--- src/rtl/cs_dma.sv ---
module cs_dma #(
  parameter int AW = 16,
  parameter int DW = 16,
  parameter int CW = 16,
  parameter int RW = 16
) (
  input  logic          clk,
  input  logic          rst_n,
  input  logic          cfg_we,
  input  logic [1:0]    cfg_addr,
  input  logic [RW-1:0] cfg_wdata,
  output logic [RW-1:0] cfg_rdata,
  output logic          irq,
  output logic          bus_req,
  input  logic          bus_grant,
  output logic [AW-1:0] dev_addr,
  output logic          dev_valid,
  output logic          dev_write,
  output logic [DW-1:0] dev_wdata,
  input  logic [DW-1:0] dev_rdata,
  input  logic          dev_ready,
  output logic [AW-1:0] mem_addr,
  output logic          mem_valid,
  output logic          mem_write,
  output logic [DW-1:0] mem_wdata,
  input  logic [DW-1:0] mem_rdata,
  input  logic          mem_ready
);

  typedef enum logic [2:0] {S_IDLE, S_REQ, S_RD, S_WR, S_REL} st_t;

  st_t           st;
  logic          dir_q, done_q;
  logic [AW-1:0] dev_q, mem_q;
  logic [CW-1:0] cnt_q;
  logic [DW-1:0] buf_q;

  logic busy, ctl_wr, go, rd_valid, wr_valid, rd_fire, wr_fire, last;

  assign busy     = (st != S_IDLE);
  assign ctl_wr   = cfg_we && (cfg_addr == 2'd0);
  assign go       = ctl_wr && cfg_wdata[0] && !busy;
  assign rd_valid = (st == S_RD) && bus_grant;
  assign wr_valid = (st == S_WR) && bus_grant;
  assign rd_fire  = rd_valid && (dir_q ? mem_ready : dev_ready);
  assign wr_fire  = wr_valid && (dir_q ? dev_ready : mem_ready);
  assign last     = (cnt_q == CW'(1));

  assign bus_req   = (st == S_REQ) || (st == S_RD) || (st == S_WR);
  assign irq       = done_q;
  assign dev_addr  = dev_q;
  assign mem_addr  = mem_q;
  assign dev_wdata = buf_q;
  assign mem_wdata = buf_q;
  assign dev_write = dir_q;
  assign mem_write = !dir_q;
  assign dev_valid = dir_q ? wr_valid : rd_valid;
  assign mem_valid = dir_q ? rd_valid : wr_valid;

  always_comb begin
    case (cfg_addr)
      2'd0:    cfg_rdata = RW'({dir_q, done_q, busy});
      2'd1:    cfg_rdata = RW'(dev_q);
      2'd2:    cfg_rdata = RW'(mem_q);
      default: cfg_rdata = RW'(cnt_q);
    endcase
  end

  always_ff @(posedge clk) begin
    if (!rst_n) begin
      st     <= S_IDLE;
      dir_q  <= 1'b0;
      done_q <= 1'b0;
      dev_q  <= '0;
      mem_q  <= '0;
      cnt_q  <= '0;
      buf_q  <= '0;
    end else begin
      if (cfg_we && !busy) begin
        case (cfg_addr)
          2'd0:    dir_q <= cfg_wdata[1];
          2'd1:    dev_q <= cfg_wdata[AW-1:0];
          2'd2:    mem_q <= cfg_wdata[AW-1:0];
          default: cnt_q <= cfg_wdata[CW-1:0];
        endcase
      end

      if (go && cnt_q == '0)
        done_q <= 1'b1;
      else if (wr_fire && last)
        done_q <= 1'b1;
      else if (ctl_wr && (cfg_wdata[2] || go))
        done_q <= 1'b0;

      case (st)
        S_IDLE: if (go && cnt_q != '0) st <= S_REQ;
        S_REQ:  if (bus_grant) st <= S_RD;
        S_RD:   if (rd_fire) begin
                  buf_q <= dir_q ? mem_rdata : dev_rdata;
                  st    <= S_WR;
                end
        S_WR:   if (wr_fire) begin
                  mem_q <= mem_q + 1'b1;
                  cnt_q <= cnt_q - 1'b1;
                  st    <= last ? S_IDLE : S_REL;
                end
        default: st <= S_REQ;
      endcase
    end
  end

  assert_release_after_word_R3: assert property (@(posedge clk) disable iff (!rst_n)
    wr_fire |=> !bus_req);

  assert_stall_without_grant_R4: assert property (@(posedge clk) disable iff (!rst_n)
    (busy && !bus_grant) |=> ($stable(cnt_q) && $stable(mem_q)));

  assert_dev_addr_fixed_R5: assert property (@(posedge clk) disable iff (!rst_n)
    (busy && $past(busy)) |-> $stable(dev_addr));

  assert_mem_addr_step_R5: assert property (@(posedge clk) disable iff (!rst_n)
    wr_fire |=> (mem_addr == AW'($past(mem_addr) + 1'b1)));

  assert_irq_when_idle_R7: assert property (@(posedge clk) disable iff (!rst_n)
    irq |-> !bus_req);

  assert_count_locked_R9: assert property (@(posedge clk) disable iff (!rst_n)
    (busy && cfg_we && cfg_addr == 2'd3 && !wr_fire) |=> $stable(cnt_q));

endmodule

--- config.mk ---
export PLATFORM = sky130hd
export DESIGN_NAME = cs_dma
export DESIGN_NICKNAME = d
export VERILOG_FILES = /design/src/rtl/cs_dma.sv
export SDC_FILE = /design/constraint.sdc
export NUM_CORES = 1
export LEC_CHECK = 0
export BUFFER_PORTS_ARGS = -buffer_cell sky130_fd_sc_hd__buf_2
export CORE_ASPECT_RATIO = 1.75
export CORE_MARGIN = 2
export CORE_UTILIZATION = 36
export CTS_BUF_LIST = sky130_fd_sc_hd__clkbuf_8
export CTS_CLUSTER_DIAMETER = 60
export DETAILED_ROUTE_END_ITERATION = 10
export GPL_ROUTABILITY_DRIVEN = 1
export GPL_TIMING_DRIVEN = 0
export PLACE_DENSITY = 0.63
export SKIP_CTS_REPAIR_TIMING = 1
export SLEW_MARGIN = 5
export SYNTH_ARGS = -nofsm -noshare
export SYNTH_HDL_FRONTEND = slang
export SYNTH_SLANG_ARGS = --single-unit
--- constraint.sdc ---
create_clock -name clk -period 2 [get_ports clk]
set_input_delay 0.3 -clock clk [delete_from_list [all_inputs] [get_ports clk]]
set_output_delay 0.3 -clock clk [all_outputs]
set_load 0.02 [all_outputs]
### After elaboration in Yosys (flattened, before gate mapping)

Cells that the tools add are included.

| word-level totals | value |
|---|---|
| register bits | 69 |
| bits of input ports | 56 |
| output and inout bits | 86 |
| word-level logic and storage cells | 70 |

| operators by class | value |
|---|---|
| multiplexer cells | 23 |
| add/sub/neg operators | 2 |
| reductions and logical operators | 28 |
| eq/ne operators | 10 |

Operators by type and width:

| cell | count |
|---|---|
| 16-bit 2-to-1 mux | 9 |
| 16-bit one-hot mux with 3 select lines | 1 |
| 16-bit by 1-bit adder with 16-bit output, second input constant | 1 |
| 16-bit by 1-bit == test with 1-bit output, second input constant | 1 |
| 16-bit logical NOT | 1 |
| 16-bit nonzero test | 1 |
| 16-bit by 1-bit subtractor with 16-bit output, second input constant | 1 |
| 3-bit 2-to-1 mux | 5 |
| 1-bit logical AND | 12 |
| 3-bit one-hot mux with 4 select lines | 1 |
| 2-bit inequality test, second input constant | 4 |
| 1-bit 2-to-1 mux | 7 |
| 3-bit by 2-bit == test with 1-bit output, second input constant | 2 |
| 2-bit AND reduction | 3 |
| 3-bit nonzero test | 2 |
| 4-bit AND reduction | 1 |
| 3-bit by 1-bit == test with 1-bit output, second input constant | 1 |
| 3-bit logical NOT | 1 |
| 1-bit logical OR | 3 |
| 3-bit OR reduction | 1 |
| 2-bit by 1-bit == test with 1-bit output, second input constant | 1 |
| 2-bit == test, second input constant | 1 |
| 1-bit logical NOT | 2 |
| 2-bit logical NOT | 1 |

### Logic depth before layout (Yosys ltp)

| logic depth | value |
|---|---|
| depth in word-level cells | 9 |
| mapped depth | 8 |
| gate-level depth less buffers | 7 |

### Least setup slack after synthesis

OpenSTA, ideal clock, no wires.

| timing path | value |
|---|---|
| path type | flip-flop to flip-flop |
| from | register cnt_q[0] |
| to | register cnt_q[14] |
| stages on the path, launching flop included | 9 |
| path slack | -0.002 ns |
| setup time | 0.132 ns |
| buffers on the path | 1 |
| period minus slack after synthesis | 2.002 ns |
| arrival time | 1.870 ns |
| required time | 1.868 ns |
| cells stage by stage | dfxtp_1 > inv_1 > ha_1 > or3b_2 > clkbuf_1 > nor4_1 > a21oi_1 > o21ai_0 > a21oi_1 |

| on the way | value |
|---|---|
| longest elaborated chain between the ends | 3 |

Ends and longest elaborated chain:

| what | line | source |
|---|---|---|
| start: declaration | 35 | `logic [CW-1:0] cnt_q;` |
| start signal: assignment | 84 | `default: cnt_q <= cfg_wdata[CW-1:0];` |
| start signal: assignment | 104 | `cnt_q <= cnt_q - 1'b1;` |
| 16-bit by 1-bit subtractor with 16-bit output | 104 |  |
| 16-bit 2-to-1 mux | 102 | `S_WR: if (wr_fire) begin` |
| 16-bit 2-to-1 mux | 95 | `case (st)` |

No other way between the ends.
A chain may end at the register's enable or synchronous reset.

### Worst setup path in the final report

| timing path | value |
|---|---|
| from | register st[0] |
| to | output port cfg_rdata[0] |

| on the way | value |
|---|---|
| longest elaborated chain between the ends | 2 |

Ends and longest elaborated chain:

| what | line | source |
|---|---|---|
| start: declaration | 32 | `st_t st;` |
| start signal: assignment | 105 | `st <= last ? S_IDLE : S_REL;` |
| 3-bit nonzero test | 40 | `assign busy = (st != S_IDLE);` |
| 16-bit one-hot mux with 3 select lines | 61 | `case (cfg_addr)` |
| end: declaration | 12 | `output logic [RW-1:0] cfg_rdata,` |

No other way between the ends.

==> results.txt <==
----------------------------------------------------
[Outcome]
  Run status ... complete, but fails checks
  Violations in the final reports ... setup timing

[STA]
  Final worst path period share ... 104%
  Final setup violation count ... 4
  Maximum clock skew at final layout ... between 10 and 15 ps
  Sum of negative setup slack ... -176 ps
  Final worst setup slack ... -70.1 ps
  Fin. max-slew vios ... 0
  Max Freq ... 483 MHz
  Hold violation count in the final report ... 0
  Relative slew slack ... a little over half
  Final critical path time including I/O delays and setup ... 2070 ps
  RSZ-0062 raised after global routing ... true
  Actual slew at the worst max-slew pin ... roughly 680 ps

[Detailed routing]
  Final ANT Viol Nets ... 0
  Remaining routing DRC violations ... 0
  Via/cell ratio ... around 5.6
  Length of the first detailed-routing pass in iterations ... 5
  Wirelength per Cell ... 18.2 um
  Vias ... about 4400
  WL final ... 14300 um
  Starting DRT DRC Count ... between 300 and 400

[Die]
  Starting Density ... between 30% and 40%
  Floorplan core area ... between 0.01 and 0.015 mm2
  Cell row count ... 50
  Die Outline Area ... 0.0117 mm2
  Ports placed on the boundary ... approximately 140
  Die width ... a little over 80 um
  Die height ... 141 um

[GRT]
  Via count of the first global-routing pass ... around 4100
  Overall routing resource usage ... between 20% and 30%
  Maximum number of pins on one net before global-route repair ... 12
  Initial antenna violation count ... 0
  Global-route wire length before repair ... 20700 um
  Remaining global-route overflow ... 0

[Power]
  Pwr per Cell Area ... 622 mW/mm2
  Power spent charging and discharging nets ... 904 uW
  Sw Share ... 27.4%
  Cell-internal power ... between 2000 and 2500 uW
  Reg power frac ... between 40 and 50%
  Logic pwr share ... approximately 17%
  Clock network fraction of total power ... 39.6%
  Sum of internal, switching and leakage power ... 3310 uW
  Maximum vdd drop ... between 0.3 and 0.4 mV
  Static leakage ... around 0.0023 uW

[CTS]
  Cell at the root of the clock tree ... clkbuf_8
  Reg clk slew, reported paths ... 80 ps
  Clock Sink Count ... 69
  Clock latency at the later pin of the worst-skew pair ... 350 ps
  Maximum root-to-sink buffer count ... 2
  Clock buffers created by TritonCTS ... 9
  H-Tree Level Count ... 3
  CTS tree ... done

[Setup path]
  Cells along the critical path ... or3_4 -> mux4_2 -> buf_6
  Worst flop-to-flop path endpoint ... st[1]
  Launching point of the worst reg2reg path ... cnt_q[5]
  Crit path capture type ... output pin
  Setup slack on the worst flop-to-flop path ... -40 ps
  WP data required ... about 1700 ps
  Worst path buffer plus inverter count ... 1
  Critical setup path kind ... register to output pin
  Slowest CP cell ... mux4_2
  Arrival @ worst endpoint ... around 1800 ps
  Cell class contributing the biggest share of worst-path delay ... multiplexers
  Type of origin of the critical path ... register
  Peak per-stage delay on the critical path ... approximately 480 ps
  Worst-case reg-to-reg path depth ... 6
  Top fanout value on the critical path ... 5

[Synth]
  Cell count after synthesis ... ~480
  Post-synthesis area per instance ... 8.03 um2
  Yosys synthesis warning count ... 0
  Total nets after synthesis ... 542
  Most instantiated flip-flop cell in the synthesis netlist ... dfxtp_1
  Number of synthesized flops with an enable pin ... 0
  Summed instance area of the synthesized netlist ... 0.00388 mm2
  Share of flip-flops with an asynchronous set or reset after synthesis ... 0%
  Share of synthesized area occupied by flip-flops and latches ... between 30 and 40%
  Flops & latches, synth ... between 60 and 70
  Distinct cells, synth ... 52

[Finish]
  Layout overhead on the synthesized area ... 37.0%
  Multi-input logic area ... approximately 0.0023 mm2
  Final layout net count ... 709
  Fraction of layout cells with a size suffix above 1 ... ~40%
  Number of inserted diodes ... 0
  Final core utilization ... 50.2%
  # fillers ... a little over 1000
  Reg area ... between 0.001 and 0.0015 mm2
  Final instance count without filler cells ... ~790

[Min path]
  Worst Hold Class ... input pin to register
  Worst hold path stage count ... 3
  Hold endpoint ... dev_addr[8]
  Hold_sp ... cfg_wdata[8]

[Placed design]
  Estimated wirelength of the detail-placed design ... ~11000 um
  Inst Count DP ... roughly 750
  Count of input and output buffers ... roughly 140
  Post-Place Worst Slack ... -560 ps
  Gp weighted congestion ... ~0.92

[Flow run]
  Max-capacitance violation count ... 0

----------------------------------------------------
## layer usage
metal | part of all wire [%] | track usage, % | up-vias
li1 | - | - | 2090
met1 | 35 | 24.4 | 2008
met2 | 54 | 44.2 | 242
met3 | 7.7 | 4.01 | 29
met4 | 3.2 | 10.5 | 0
met5 | 0 | 0 | -
## cells in the mapped netlist, types with 3 or more instances
cell / n / share of area, %
nand4_1: 8 / 1.3
dfxtp_1: 69 / 36
nor3_2: 4 / 1.0
a22o_1: 13 / 2.9
a2bb2oi_1: 3 / 0.68
a21oi_1: 48 / 6.2
and3_1: 4 / 0.65
buf_4: 16 / 3.1
nor2_1: 57 / 5.5
inv_1: 10 / 0.97
nand3_1: 11 / 1.4
mux2i_1: 18 / 4.6
a211oi_1: 17 / 3.3
a32oi_1: 10 / 2.3
a22oi_1: 6 / 1.2
mux2_2: 13 / 3.8
ha_1: 3 / 0.97
o21ai_0: 20 / 2.6
nor4_1: 4 / 0.65
nor3_1: 4 / 0.52
buf_2: 14 / 1.8
clkbuf_1: 23 / 2.2
nand2_1: 53 / 5.1
or3_1: 6 / 0.97
a31oi_1: 11 / 1.8
mux4_2: 3 / 1.7
## cells by family (layout without fill, tap and decap cells)
family	Yosys count	count (layout)	share of synthesized area [%]
adder cells (fa/ha/maj)	3	3	0.968
AO/OA/AOI/OAI	142	142	23.9
AND/OR/NAND/NOR	168	168	20.6
XOR/XNOR	2	2	0.452
multiplexers	34	34	10.2
flip-flops	69	69	35.6
buffers and inverters	65	237	8.29
## cell type report
class | instances | area share [%]
multi-input cells | 349 | 43.4
flip-flops and latches | 69 | 26.4
repair buffers | 162 | 16.4
plain buffers | 49 | 5.84
well taps | 130 | 3.06
clock buffers | 11 | 2.85
clock inverters | 5 | 1.39
inverters | 10 | 0.707
## power by group through the flow
stage               registers, uW  clock network, uW  logic, uW
finish                       1450               1310        547
floorplan                    1500                  0        255
CTS                          1450               1330        467
global placement             1480                  0        459
detailed placement           1480                  0        464
global route                 1460               1390        587
## tightest hold or removal path, cell delays in order
cell	delay [ps]
buf_2	120
nand2_1	50
a21oi_1	50
## worst max-delay path by stage
stage                start           end  cells past startpoint
3_5_place_dp   cfg_addr[0]   mem_addr[0]                      9
6_report             st[0]  cfg_rdata[0]                      3
3_3_place_gp   cfg_addr[0]   mem_addr[0]                      9
2_1_floorplan     cnt_q[5]         st[1]                      6
4_1_cts        cfg_addr[0]  cfg_rdata[5]                      6
5_1_grt              st[0]  cfg_rdata[0]                      3
## layout by cell type (no fill, tap or decap), types with 15 or more instances in the layout
| cell type | instances |
|---|---|
| a211oi_1 | 17 |
| a21oi_1 | 48 |
| buf_2 | 144 |
| buf_4 | 41 |
| dfxtp_1 | 60 |
| mux2i_1 | 17 |
| nand2_1 | 53 |
| nor2_1 | 54 |
| o21ai_0 | 15 |
## state kept, by name (all words and copies together), names as in the netlist
register   flops
mem_addr      16
dev_write      1
irq            1
dev_wdata     16
st             3
dev_addr      16
cnt_q         16
## stage by stage
step | area, um2 | hold slack [ps]
6_report | 5310 | 215
4_1_cts | 4980 | 202
3_5_place_dp | 4750 | 457
5_1_grt | 5310 | 205
3_3_place_gp | 4750 | 454
2_1_floorplan | 3880 | 417
Note: power is estimated with default switching activity, not from simulation.
